### config.mk
export PLATFORM = sky130hd
export DESIGN_NAME = spr_line_unit
export DESIGN_NICKNAME = d
export VERILOG_FILES = /design/src/rtl/spr_line_pkg.sv /design/src/rtl/spr_scan.sv /design/src/rtl/spr_fetch.sv /design/src/rtl/spr_mix.sv /design/src/rtl/spr_line_unit.sv
export SDC_FILE = /design/constraint.sdc
export NUM_CORES = 1
export LEC_CHECK = 0
export BUFFER_PORTS_ARGS = -buffer_cell sky130_fd_sc_hd__buf_2
export CAP_MARGIN = 25
export CORE_MARGIN = 3
export CORE_UTILIZATION = 56
export DETAILED_ROUTE_END_ITERATION = 7
export PLACE_DENSITY_LB_ADDON = 0.25
export RECOVER_POWER = 50
export SETUP_SLACK_MARGIN = 0.15
export SLEW_MARGIN = 20
export SYNTH_ARGS = -nofsm -noshare
export SYNTH_HDL_FRONTEND = slang
export SYNTH_HIERARCHICAL = 1
export SYNTH_SLANG_ARGS = --single-unit
### constraint.sdc
create_clock -name clk -period 6.1 [get_ports clk]
set_clock_uncertainty 0.2 [all_clocks]
set_input_delay 0.61 -clock clk [delete_from_list [all_inputs] [get_ports clk]]
set_output_delay 0.61 -clock clk [all_outputs]
set_load 0.1 [all_outputs]
### src/rtl/spr_line_pkg.sv
package spr_line_pkg;
  typedef struct packed {
    logic [7:0] y;
    logic [7:0] tile;
    logic [7:0] attr;
    logic [7:0] x;
  } obj_rec_t;

  localparam int unsigned REC_BYTES = 4;

  function automatic logic [7:0] rev8(input logic [7:0] v);
    logic [7:0] r;
    for (int i = 0; i < 8; i++) r[i] = v[7-i];
    return r;
  endfunction
endpackage

### src/rtl/spr_scan.sv
module spr_scan
  import spr_line_pkg::*;
#(
  parameter int OBJ_COUNT = 64,
  parameter int SLOTS     = 8,
  localparam int IDXW = $clog2(OBJ_COUNT),
  localparam int SLW  = $clog2(SLOTS),
  localparam int CNTW = $clog2(SLOTS + 1)
) (
  input  logic                   clk,
  input  logic                   rst,
  input  logic                   start,
  input  logic [7:0]             line_in,
  input  logic                   tall,
  output logic [IDXW+1:0]        obj_addr,
  input  logic [7:0]             obj_data,
  output obj_rec_t [SLOTS-1:0]   slots,
  output logic [CNTW-1:0]        count,
  output logic [7:0]             line_q,
  output logic                   done_q,
  output logic                   ovf_hit,
  output logic                   busy
);
  typedef enum logic [1:0] {SC_IDLE, SC_Y, SC_COPY} sc_st_t;

  sc_st_t          st;
  logic            phase;
  logic [IDXW-1:0] idx;
  logic [1:0]      bsel;
  logic [8:0]      ydiff;
  logic            in_range, last_idx, full, finish;
  logic [SLW-1:0]  wslot;

  assign obj_addr = {idx, bsel};
  assign ydiff    = {1'b0, line_q} - {1'b0, obj_data};
  assign in_range = !ydiff[8] && (ydiff[7:0] < (tall ? 8'd16 : 8'd8));
  assign last_idx = (idx == IDXW'(OBJ_COUNT - 1));
  assign full     = (count == CNTW'(SLOTS));
  assign wslot    = count[SLW-1:0];
  assign ovf_hit  = (st == SC_Y) && phase && in_range && full;
  assign finish   = ((st == SC_Y) && phase && ((in_range && full) || (!in_range && last_idx)))
                 || ((st == SC_COPY) && phase && (bsel == 2'd3) && last_idx);
  assign busy     = (st != SC_IDLE) || done_q;

  always_ff @(posedge clk) begin
    if (rst) begin
      st     <= SC_IDLE;
      phase  <= 1'b0;
      idx    <= '0;
      bsel   <= '0;
      count  <= '0;
      line_q <= '0;
      slots  <= '0;
      done_q <= 1'b0;
    end else begin
      done_q <= finish;
      case (st)
        SC_IDLE: begin
          if (start) begin
            st     <= SC_Y;
            phase  <= 1'b0;
            idx    <= '0;
            bsel   <= '0;
            count  <= '0;
            line_q <= line_in;
          end
        end
        SC_Y: begin
          phase <= !phase;
          if (phase) begin
            if (in_range) begin
              if (full) st <= SC_IDLE;
              else begin
                slots[wslot].y <= obj_data;
                bsel <= 2'd1;
                st   <= SC_COPY;
              end
            end else if (last_idx) st <= SC_IDLE;
            else idx <= idx + 1'b1;
          end
        end
        SC_COPY: begin
          phase <= !phase;
          if (phase) begin
            case (bsel)
              2'd1:    slots[wslot].tile <= obj_data;
              2'd2:    slots[wslot].attr <= obj_data;
              default: slots[wslot].x    <= obj_data;
            endcase
            if (bsel == 2'd3) begin
              count <= count + 1'b1;
              bsel  <= 2'd0;
              if (last_idx) st <= SC_IDLE;
              else begin
                idx <= idx + 1'b1;
                st  <= SC_Y;
              end
            end else bsel <= bsel + 1'b1;
          end
        end
        default: st <= SC_IDLE;
      endcase
    end
  end
endmodule

### src/rtl/spr_fetch.sv
module spr_fetch
  import spr_line_pkg::*;
#(
  parameter int SLOTS = 8,
  localparam int SLW  = $clog2(SLOTS),
  localparam int CNTW = $clog2(SLOTS + 1)
) (
  input  logic                        clk,
  input  logic                        rst,
  input  logic                        start,
  input  obj_rec_t [SLOTS-1:0]        slots,
  input  logic [CNTW-1:0]             count,
  input  logic [7:0]                  line_q,
  input  logic                        tall,
  input  logic                        tbl_hi,
  output logic [12:0]                 pat_addr,
  input  logic [7:0]                  pat_data,
  output logic [SLOTS-1:0][7:0]       pat_lo,
  output logic [SLOTS-1:0][7:0]       pat_hi,
  output logic                        busy
);
  logic           active, phase, plane;
  logic [SLW-1:0] fs;
  obj_rec_t       sel;
  logic [2:0]     ofs, row;
  logic [7:0]     store;

  assign sel   = slots[fs];
  assign ofs   = line_q[2:0] - sel.y[2:0];
  assign row   = sel.attr[7] ? ~ofs : ofs;
  assign store = sel.attr[6] ? rev8(pat_data) : pat_data;
  assign busy  = active;

  always_comb begin
    if (tall) pat_addr = {sel.tile[0], sel.tile[7:1], 1'b0, plane, row};
    else      pat_addr = {tbl_hi, sel.tile, plane, row};
  end

  always_ff @(posedge clk) begin
    if (rst) begin
      active <= 1'b0;
      phase  <= 1'b0;
      plane  <= 1'b0;
      fs     <= '0;
      pat_lo <= '0;
      pat_hi <= '0;
    end else if (!active) begin
      if (start && (count != '0)) begin
        active <= 1'b1;
        phase  <= 1'b0;
        plane  <= 1'b0;
        fs     <= '0;
      end
    end else begin
      phase <= !phase;
      if (phase) begin
        if (plane) pat_hi[fs] <= store;
        else       pat_lo[fs] <= store;
        plane <= !plane;
        if (plane) begin
          if ((CNTW'(fs) + 1'b1) == count) active <= 1'b0;
          else fs <= fs + 1'b1;
        end
      end
    end
  end
endmodule

### src/rtl/spr_mix.sv
module spr_mix
  import spr_line_pkg::*;
#(
  parameter int SLOTS = 8,
  localparam int SLW  = $clog2(SLOTS),
  localparam int CNTW = $clog2(SLOTS + 1)
) (
  input  logic                   clk,
  input  logic                   rst,
  input  obj_rec_t [SLOTS-1:0]   slots,
  input  logic [SLOTS-1:0][7:0]  pat_lo,
  input  logic [SLOTS-1:0][7:0]  pat_hi,
  input  logic [CNTW-1:0]        count,
  input  logic                   pix_valid,
  input  logic [7:0]             pix_x,
  input  logic [3:0]             bg_index,
  input  logic                   spr_en,
  output logic [4:0]             pix_out,
  output logic                   hit_now
);
  logic [SLOTS-1:0]      opaque;
  logic [SLOTS-1:0][1:0] pxv;
  logic [SLW-1:0]        win;
  logic                  shown;
  logic [4:0]            nxt;

  for (genvar s = 0; s < SLOTS; s++) begin : g_slot
    logic [8:0] dx;
    logic [2:0] bi;
    logic       covered;
    assign dx       = {1'b0, pix_x} - {1'b0, slots[s].x};
    assign covered  = !dx[8] && (dx[7:3] == 5'd0) && (CNTW'(s) < count);
    assign bi       = 3'd7 - dx[2:0];
    assign pxv[s]   = {pat_hi[s][bi], pat_lo[s][bi]};
    assign opaque[s] = covered && (pxv[s] != 2'd0);
  end

  always_comb begin
    win = '0;
    for (int s = SLOTS - 1; s >= 0; s--) begin
      if (opaque[s]) win = SLW'(s);
    end
  end

  assign shown   = spr_en && (|opaque) && (!slots[win].attr[5] || (bg_index == 4'd0));
  assign hit_now = pix_valid && spr_en && opaque[0] && (bg_index != 4'd0);

  always_comb begin
    if (!pix_valid) nxt = 5'd0;
    else if (shown) nxt = {1'b1, slots[win].attr[1:0], pxv[win]};
    else nxt = {1'b0, bg_index};
  end

  always_ff @(posedge clk) begin
    if (rst) pix_out <= 5'd0;
    else     pix_out <= nxt;
  end
endmodule

### src/rtl/spr_line_unit.sv
module spr_line_unit
  import spr_line_pkg::*;
#(
  parameter int OBJ_COUNT = 64,
  parameter int SLOTS     = 8,
  localparam int OBJ_AW   = $clog2(OBJ_COUNT * REC_BYTES),
  localparam int CNTW     = $clog2(SLOTS + 1)
) (
  input  logic              clk,
  input  logic              rst,
  input  logic              eval_start,
  input  logic [7:0]        eval_line,
  input  logic              tall_mode,
  input  logic              small_tbl_hi,
  input  logic              spr_en,
  input  logic              flag_clr,
  output logic [OBJ_AW-1:0] obj_addr,
  input  logic [7:0]        obj_data,
  output logic [12:0]       pat_addr,
  input  logic [7:0]        pat_data,
  input  logic              pix_valid,
  input  logic [7:0]        pix_x,
  input  logic [3:0]        bg_index,
  output logic [4:0]        pix_out,
  output logic              zero_hit,
  output logic              overflow,
  output logic              busy
);
  obj_rec_t [SLOTS-1:0]  slots;
  logic [SLOTS-1:0][7:0] pat_lo, pat_hi;
  logic [CNTW-1:0]       count;
  logic [7:0]            line_q;
  logic                  scan_done, ovf_hit, scan_busy, fetch_busy, hit_now;

  spr_scan #(.OBJ_COUNT(OBJ_COUNT), .SLOTS(SLOTS)) u_scan (
    .clk(clk), .rst(rst), .start(eval_start), .line_in(eval_line), .tall(tall_mode),
    .obj_addr(obj_addr), .obj_data(obj_data), .slots(slots), .count(count),
    .line_q(line_q), .done_q(scan_done), .ovf_hit(ovf_hit), .busy(scan_busy)
  );

  spr_fetch #(.SLOTS(SLOTS)) u_fetch (
    .clk(clk), .rst(rst), .start(scan_done), .slots(slots), .count(count),
    .line_q(line_q), .tall(tall_mode), .tbl_hi(small_tbl_hi), .pat_addr(pat_addr),
    .pat_data(pat_data), .pat_lo(pat_lo), .pat_hi(pat_hi), .busy(fetch_busy)
  );

  spr_mix #(.SLOTS(SLOTS)) u_mix (
    .clk(clk), .rst(rst), .slots(slots), .pat_lo(pat_lo), .pat_hi(pat_hi),
    .count(count), .pix_valid(pix_valid), .pix_x(pix_x), .bg_index(bg_index),
    .spr_en(spr_en), .pix_out(pix_out), .hit_now(hit_now)
  );

  assign busy = scan_busy || fetch_busy;

  always_ff @(posedge clk) begin
    if (rst) begin
      overflow <= 1'b0;
      zero_hit <= 1'b0;
    end else begin
      if (ovf_hit)       overflow <= 1'b1;
      else if (flag_clr) overflow <= 1'b0;
      if (hit_now)       zero_hit <= 1'b1;
      else if (flag_clr) zero_hit <= 1'b0;
    end
  end
endmodule

* Word-level counts from Yosys, hierarchy flattened
Cells that the tools add are included.
** Word-level totals
- Bits in registers :: 421
- Input port bits :: 44
- Output and inout port bits :: 29
- Word-level logic and storage cells :: 351
** Operators by class
- Add/subtract/negate cells :: 23
- Order comparisons :: 22
- Equality and inequality tests :: 19
- Mux-type cells :: 119
- Bitwise gates (word level) :: 3
- Reductions and logical operators :: 103
** Operator list (number)
- bitwise mux 256 bit :: 4
- 2-to-1 mux 256 bit :: 4
- one-hot mux 256 bit (2 select lines) :: 2
- demux 32 bit (select 3 bit) :: 4
- binary-select mux 32 bit (select 3 bit) :: 2
- bitwise mux 64 bit :: 2
- subtractor 8 x 8 -> 9 bit :: 9
- binary-select mux 1 bit (select 3 bit) :: 16
- < comparator 3 x 4 -> 1 bit (second input constant) :: 11
- logical AND 1 bit :: 42
- 2-to-1 mux 3 bit :: 14
- zero test 5 bit :: 8
- 2-to-1 mux 6 bit :: 6
- 2-to-1 mux 32 bit :: 1
- 2-to-1 mux 1 bit :: 30
- nonzero test 2 bit :: 15
- 2-to-1 mux 2 bit :: 14
- 2-to-1 mux 27 bit :: 1
- demux 8 bit (select 3 bit) :: 1
- 2-to-1 mux 24 bit :: 1
- 2-to-1 mux 8 bit :: 3
- subtractor 3 bit (first input constant) :: 8
- one-hot mux 6 bit (3 select lines) :: 1
- < comparator 3 x 4 -> 1 bit (first input constant) :: 4
- other kinds (42) :: 86

* Depth between registers and ports, before layout
- Word-level depth :: 20
- Gate-level depth with buffers :: 18

* Cells and area by module
The synthesis kept the hierarchy.
** Modules (own cells, without submodules)
- spr_scan :: times used 1, cells an instance 984, area each 10835.4 um^2, sequential area each 5605.4 um^2
- spr_fetch :: times used 1, cells an instance 621, area each 5705.5 um^2, sequential area each 2682.6 um^2
- spr_mix :: times used 1, cells an instance 603, area each 4880.9 um^2, sequential area each 100.1 um^2
- spr_line_unit :: times used 1, cells an instance 9, area each 76.3 um^2, sequential area each 40.0 um^2

* Worst setup path after synthesis
No wires, ideal clock.
- Path type :: reg2out
- Start point :: register u_fetch.fs[1]
- End point :: output pat_addr[1]
- Arrival time :: 4.015 ns
- Required time :: 5.290 ns
- Slack :: 1.275 ns
- Stages on the path, launching flop included :: 13
- Buffers on the path :: 4
- Path through :: dfxtp_1 -> buf_4 -> buf_2 -> buf_1 -> buf_2 -> mux2i_1 -> nor2_1 -> a21oi_1 -> o21ai_0 -> ha_1 -> inv_1 -> fa_1 -> xnor2_1
** Between the ends
- Cells in the longest elaborated chain, start to end :: 6
** RTL lines
- start, declared :: line spr_fetch.sv:23 : logic [SLW-1:0] fs;
- start signal, assigned :: line spr_fetch.sv:62 : else fs <= fs + 1'b1;
- binary-select mux 32 bit (select 3 bit) (*) :: line spr_fetch.sv:28 : assign sel = slots[fs];
- 2-to-1 mux 27 bit (not written as such) (*) :: line spr_fetch.sv:28
- subtractor 3 bit :: line spr_fetch.sv:29 : assign ofs = line_q[2:0] - sel.y[2:0];
- NOT 3 bit :: line spr_fetch.sv:30 : assign row = sel.attr[7] ? ~ofs : ofs;
- 2-to-1 mux 3 bit (*) :: line spr_fetch.sv:30
- 2-to-1 mux 13 bit (*) :: line spr_fetch.sv:35 : if (tall) pat_addr = {sel.tile[0], sel.tile[7:1], 1'b0, plane, row};
- end, declared :: line spr_line_unit.sv:19 : output logic [12:0] pat_addr,
Mark *: on every way between the ends. The rest lies on a longest branch, timed or not. The select of a mux whose other input is x is not followed.

* Worst setup path after layout
- Start point :: register u_fetch.fs[0]
- End point :: register u_fetch/pat_hi[43] (netlist name)
** Between the ends
- Cells in the longest elaborated chain, start to end :: 5
- Elaborated cells between the ends (all ways) :: 9
- Those cells by class :: 2 x order compare; 6 x mux; 1 x reduce/logical
** RTL lines
- < comparator 3 x 4 -> 1 bit (not written as such) / >= comparator 3 x 1 -> 1 bit (equally long branches) :: line spr_fetch.sv:57 : if (plane) pat_hi[fs] <= store;
- logical AND 1 bit (not written as such) :: line spr_fetch.sv:57
- 2-to-1 mux 8 bit (not written as such) :: line spr_fetch.sv:57
- demux 8 bit (select 3 bit)
- bitwise mux 64 bit (*) :: line spr_fetch.sv:57
- end signal, assigned by index :: line spr_fetch.sv:57
- end, declared :: line spr_fetch.sv:19 : output logic [SLOTS-1:0][7:0] pat_hi,
Marks and branches as above.
A chain may end at the register's enable or synchronous reset.

==> metrics.md <==
| Metric | Value |
|---|---|
| Area growth syn-to-layout | 8.81% |
| FF-to-FF setup slack | ~0.53 ns |
| H-tree level count | 2 |
| Pwr Density | between 200 and 300 nW/µm² |
| Largest net degree at the start of global routing | 99 |
| Max transition margin | -0.671 |
| Crit end category | register |
| Worst Hold Class | in -> reg |
| Via count | between 15000 and 20000 |
| Mapped cell area | 19500 µm² |
| Top fanout value on the critical path | 26 |
| Placed Cells | between 2000 and 2500 |
| GRT overflow | 0 |
| CTS Buffer Depth | 3 |
| CTS resizes | 0 |
| Yosys warns | 6 |
| Worst-path clk slew | roughly 0.06 ns |
| Achievable Freq | roughly 0.18 GHz |
| Worst EP arrival | roughly 5.7 ns |
| Share of cells above drive strength 1 | 0.124 |
| Die Wd | 193 µm |
| Nets | approximately 2200 |
| Vias in the first global route | approximately 16000 |
| Post-route ant nets | 0 |
| Failing checks | capacitance limit, slew limit |
| Num ports | 73 |
| Status | complete, but fails checks |
| First-pass GRT wire length | ~88000 µm |
| Critical Path Start Type | register |
| Syn avg cell area | roughly 9.5 µm² |
| Pre-CTS WS | ~0.57 ns |
| WL/cell | approximately 22 µm |
| Diode count | 0 |
| Peak supply drop | roughly 0.35 mV |
| Slew Limit Fails | 24 |
| Reg-to-Reg End | u_fetch/pat_hi[43]$_SDFFE_PP0P_ |
| Worst Reg-to-Reg Cells | 7 |
| Post-CTS setup buffer count | 0 |
| Worst hold start | eval_line[5] |
| Post-DP HPWL | just over 40000 µm |
| # DRC | 0 |
| Unrepaired setup endpoints after global routing | false |
| Rows | 67 |
| Final setup vio count | 0 |
| GPL Wtd Cong | around 0.97 |
| Syn Inst Count | slightly above 2000 |
| Initial antenna violation count | 0 |
| Die Height | roughly 190 µm |
| Initial Util | 0.575 |
| Non-filler cells, final | about 2600 |
| CTS tree | built |
| Insertion delay to the later sink of the worst-skew pair | between 0.5 and 0.6 ns |
| I/O Buffers | just over 70 |
| First-pass DRT Iterations | 6 |
| Final setup TNS | 0 ns |
| CP Class | reg -> reg |
| Crit path required time | around 6.3 ns |
| RR Startpoint | u_fetch/fs[0]$_SDFFE_PP0P_ |
| Clk Tree Root Cell | clkbuf_16 |
| Max-cap viol count | 2 |
| Worst setup path start | u_fetch/fs[0]$_SDFFE_PP0P_ |
| Hold buffer count at cts | 0 |
| Pleak | 0.00727 µW |
| Routed WL | 57300 µm |
| Final Hold Fails | 0 |
| Initial drt markers | around 1500 |
| Minimum clock period | ~5.6 ns |
| Number of buffers created by CTS | 40 |
| Final worst slack | about 0.53 ns |
| Total core area | between 30000 and 40000 µm² |
| Die ar. | between 30000 and 40000 µm² |
| Final worst path period share | 0.913 |
| Drt via density | around 6.5 |
| Clock sink total | between 300 and 400 |
| Crit path capture | u_fetch/pat_hi[43]$_SDFFE_PP0P_ |
| GRT Overall Usage | 0.301 |
| Worst-Margin Slew | around 2.5 ns |
| Mapped Nets | approximately 2200 |
## state kept, by name, indices dropped and copies added (netlist names)
register	flops
overflow	1
u_fetch/busy	1
u_fetch/fs	3
u_fetch/pat_hi	64
u_fetch/pat_lo	64
u_fetch/phase	1
u_fetch/plane	1
u_mix/pix_out	5
u_scan/bsel	2
u_scan/count	4
u_scan/done_q	1
u_scan/idx	6
u_scan/line_q	8
u_scan/phase	1
u_scan/slots	192
u_scan/st	2
zero_hit	1
## worst max-delay path, stage by stage, from the launching register on
cell and delay, ns:
dfxtp_1 0.88, buf_4 0.44, nor2b_1 0.28, a22o_1 0.27, a221oi_1 1.85, mux2i_1 0.32
clkbuf_1 0.89, a211oi_1 0.19
## layout by cell type, fill, tap and decap left out, types with 8 or more instances in the layout
master and n:
a41oi_4 8, o221ai_1 12, nor2b_1 25, xor2_1 17, inv_1 109, clkbuf_1 35, fa_1 9, a22oi_1 9
xnor2_1 12, mux2_2 17, buf_2 55, o21a_1 13, nand2b_1 24, o21ai_0 42, a211oi_1 161, nand3_1 40
nand4_1 9, ha_1 84, or3_1 12, a221oi_1 15, dfxtp_1 356, nand2_1 91, a21o_1 16, nor3b_1 10
buf_4 24, a21oi_1 91, a21oi_2 8, mux4_2 40, mux2i_1 57, a32o_1 19, and2_1 10, clkbuf_16 41
a22o_1 54, nor2_1 231, nor3_1 55, o2bb2ai_1 127
## stage by stage
step	hold slack, ns	utilization	power, µW	instance area [µm²]
6_report	0.131	0.625	5700	21200
5_1_grt	0.139	0.625	5890	21200
4_1_cts	0.121	0.630	5750	21400
3_5_place_dp	0.245	0.591	3330	20100
3_3_place_gp	0.238	0.591	3320	20100
2_1_floorplan	0.227	-	3170	19500
## layout make-up
cell class	count	area [µm²]
fill	2901	12700
multi-input combinational	1460	11200
sequential	357	7150
clock buffer	55	1130
timing repair buffer	107	572
tap	448	561
inverter	111	417
clock inverter	14	188
## worst min-delay path by stage
stage / to / slack [ns] / cells after the start
6_report: u_scan/line_q[5]$_SDFFE_PP0P_ / 0.13 / 3
2_1_floorplan: u_scan/slots[113]$_SDFFE_PP0P_ / 0.23 / 1
5_1_grt: u_scan/line_q[1]$_SDFFE_PP0P_ / 0.14 / 3
3_3_place_gp: u_scan/slots[240]$_SDFFE_PP0P_ / 0.24 / 1
3_5_place_dp: u_scan/slots[240]$_SDFFE_PP0P_ / 0.24 / 1
4_1_cts: u_scan/line_q[4]$_SDFFE_PP0P_ / 0.12 / 3
## report_power, final
part / switching (µW) / leakage [µW] / internal (µW) / total [µW]
combinational: 655 / 0.00376 / 245 / 901
clock: 969 / 0.000633 / 1460 / 2430
sequential: 16.9 / 0.00288 / 2350 / 2370
total: 1640 / 0.00727 / 4060 / 5700
## routing by layer
| metal | vias up | track usage | wire length, µm |
|---|---|---|---|
| met5 | - | 0 | 0 |
| met4 | 0 | 0.121 | 2570 |
| met3 | 157 | 0.0454 | 4160 |
| met2 | 691 | 0.494 | 26300 |
| met1 | 7997 | 0.400 | 24200 |
| li1 | 7809 | - | - |
(Power assumes the default switching activity.)
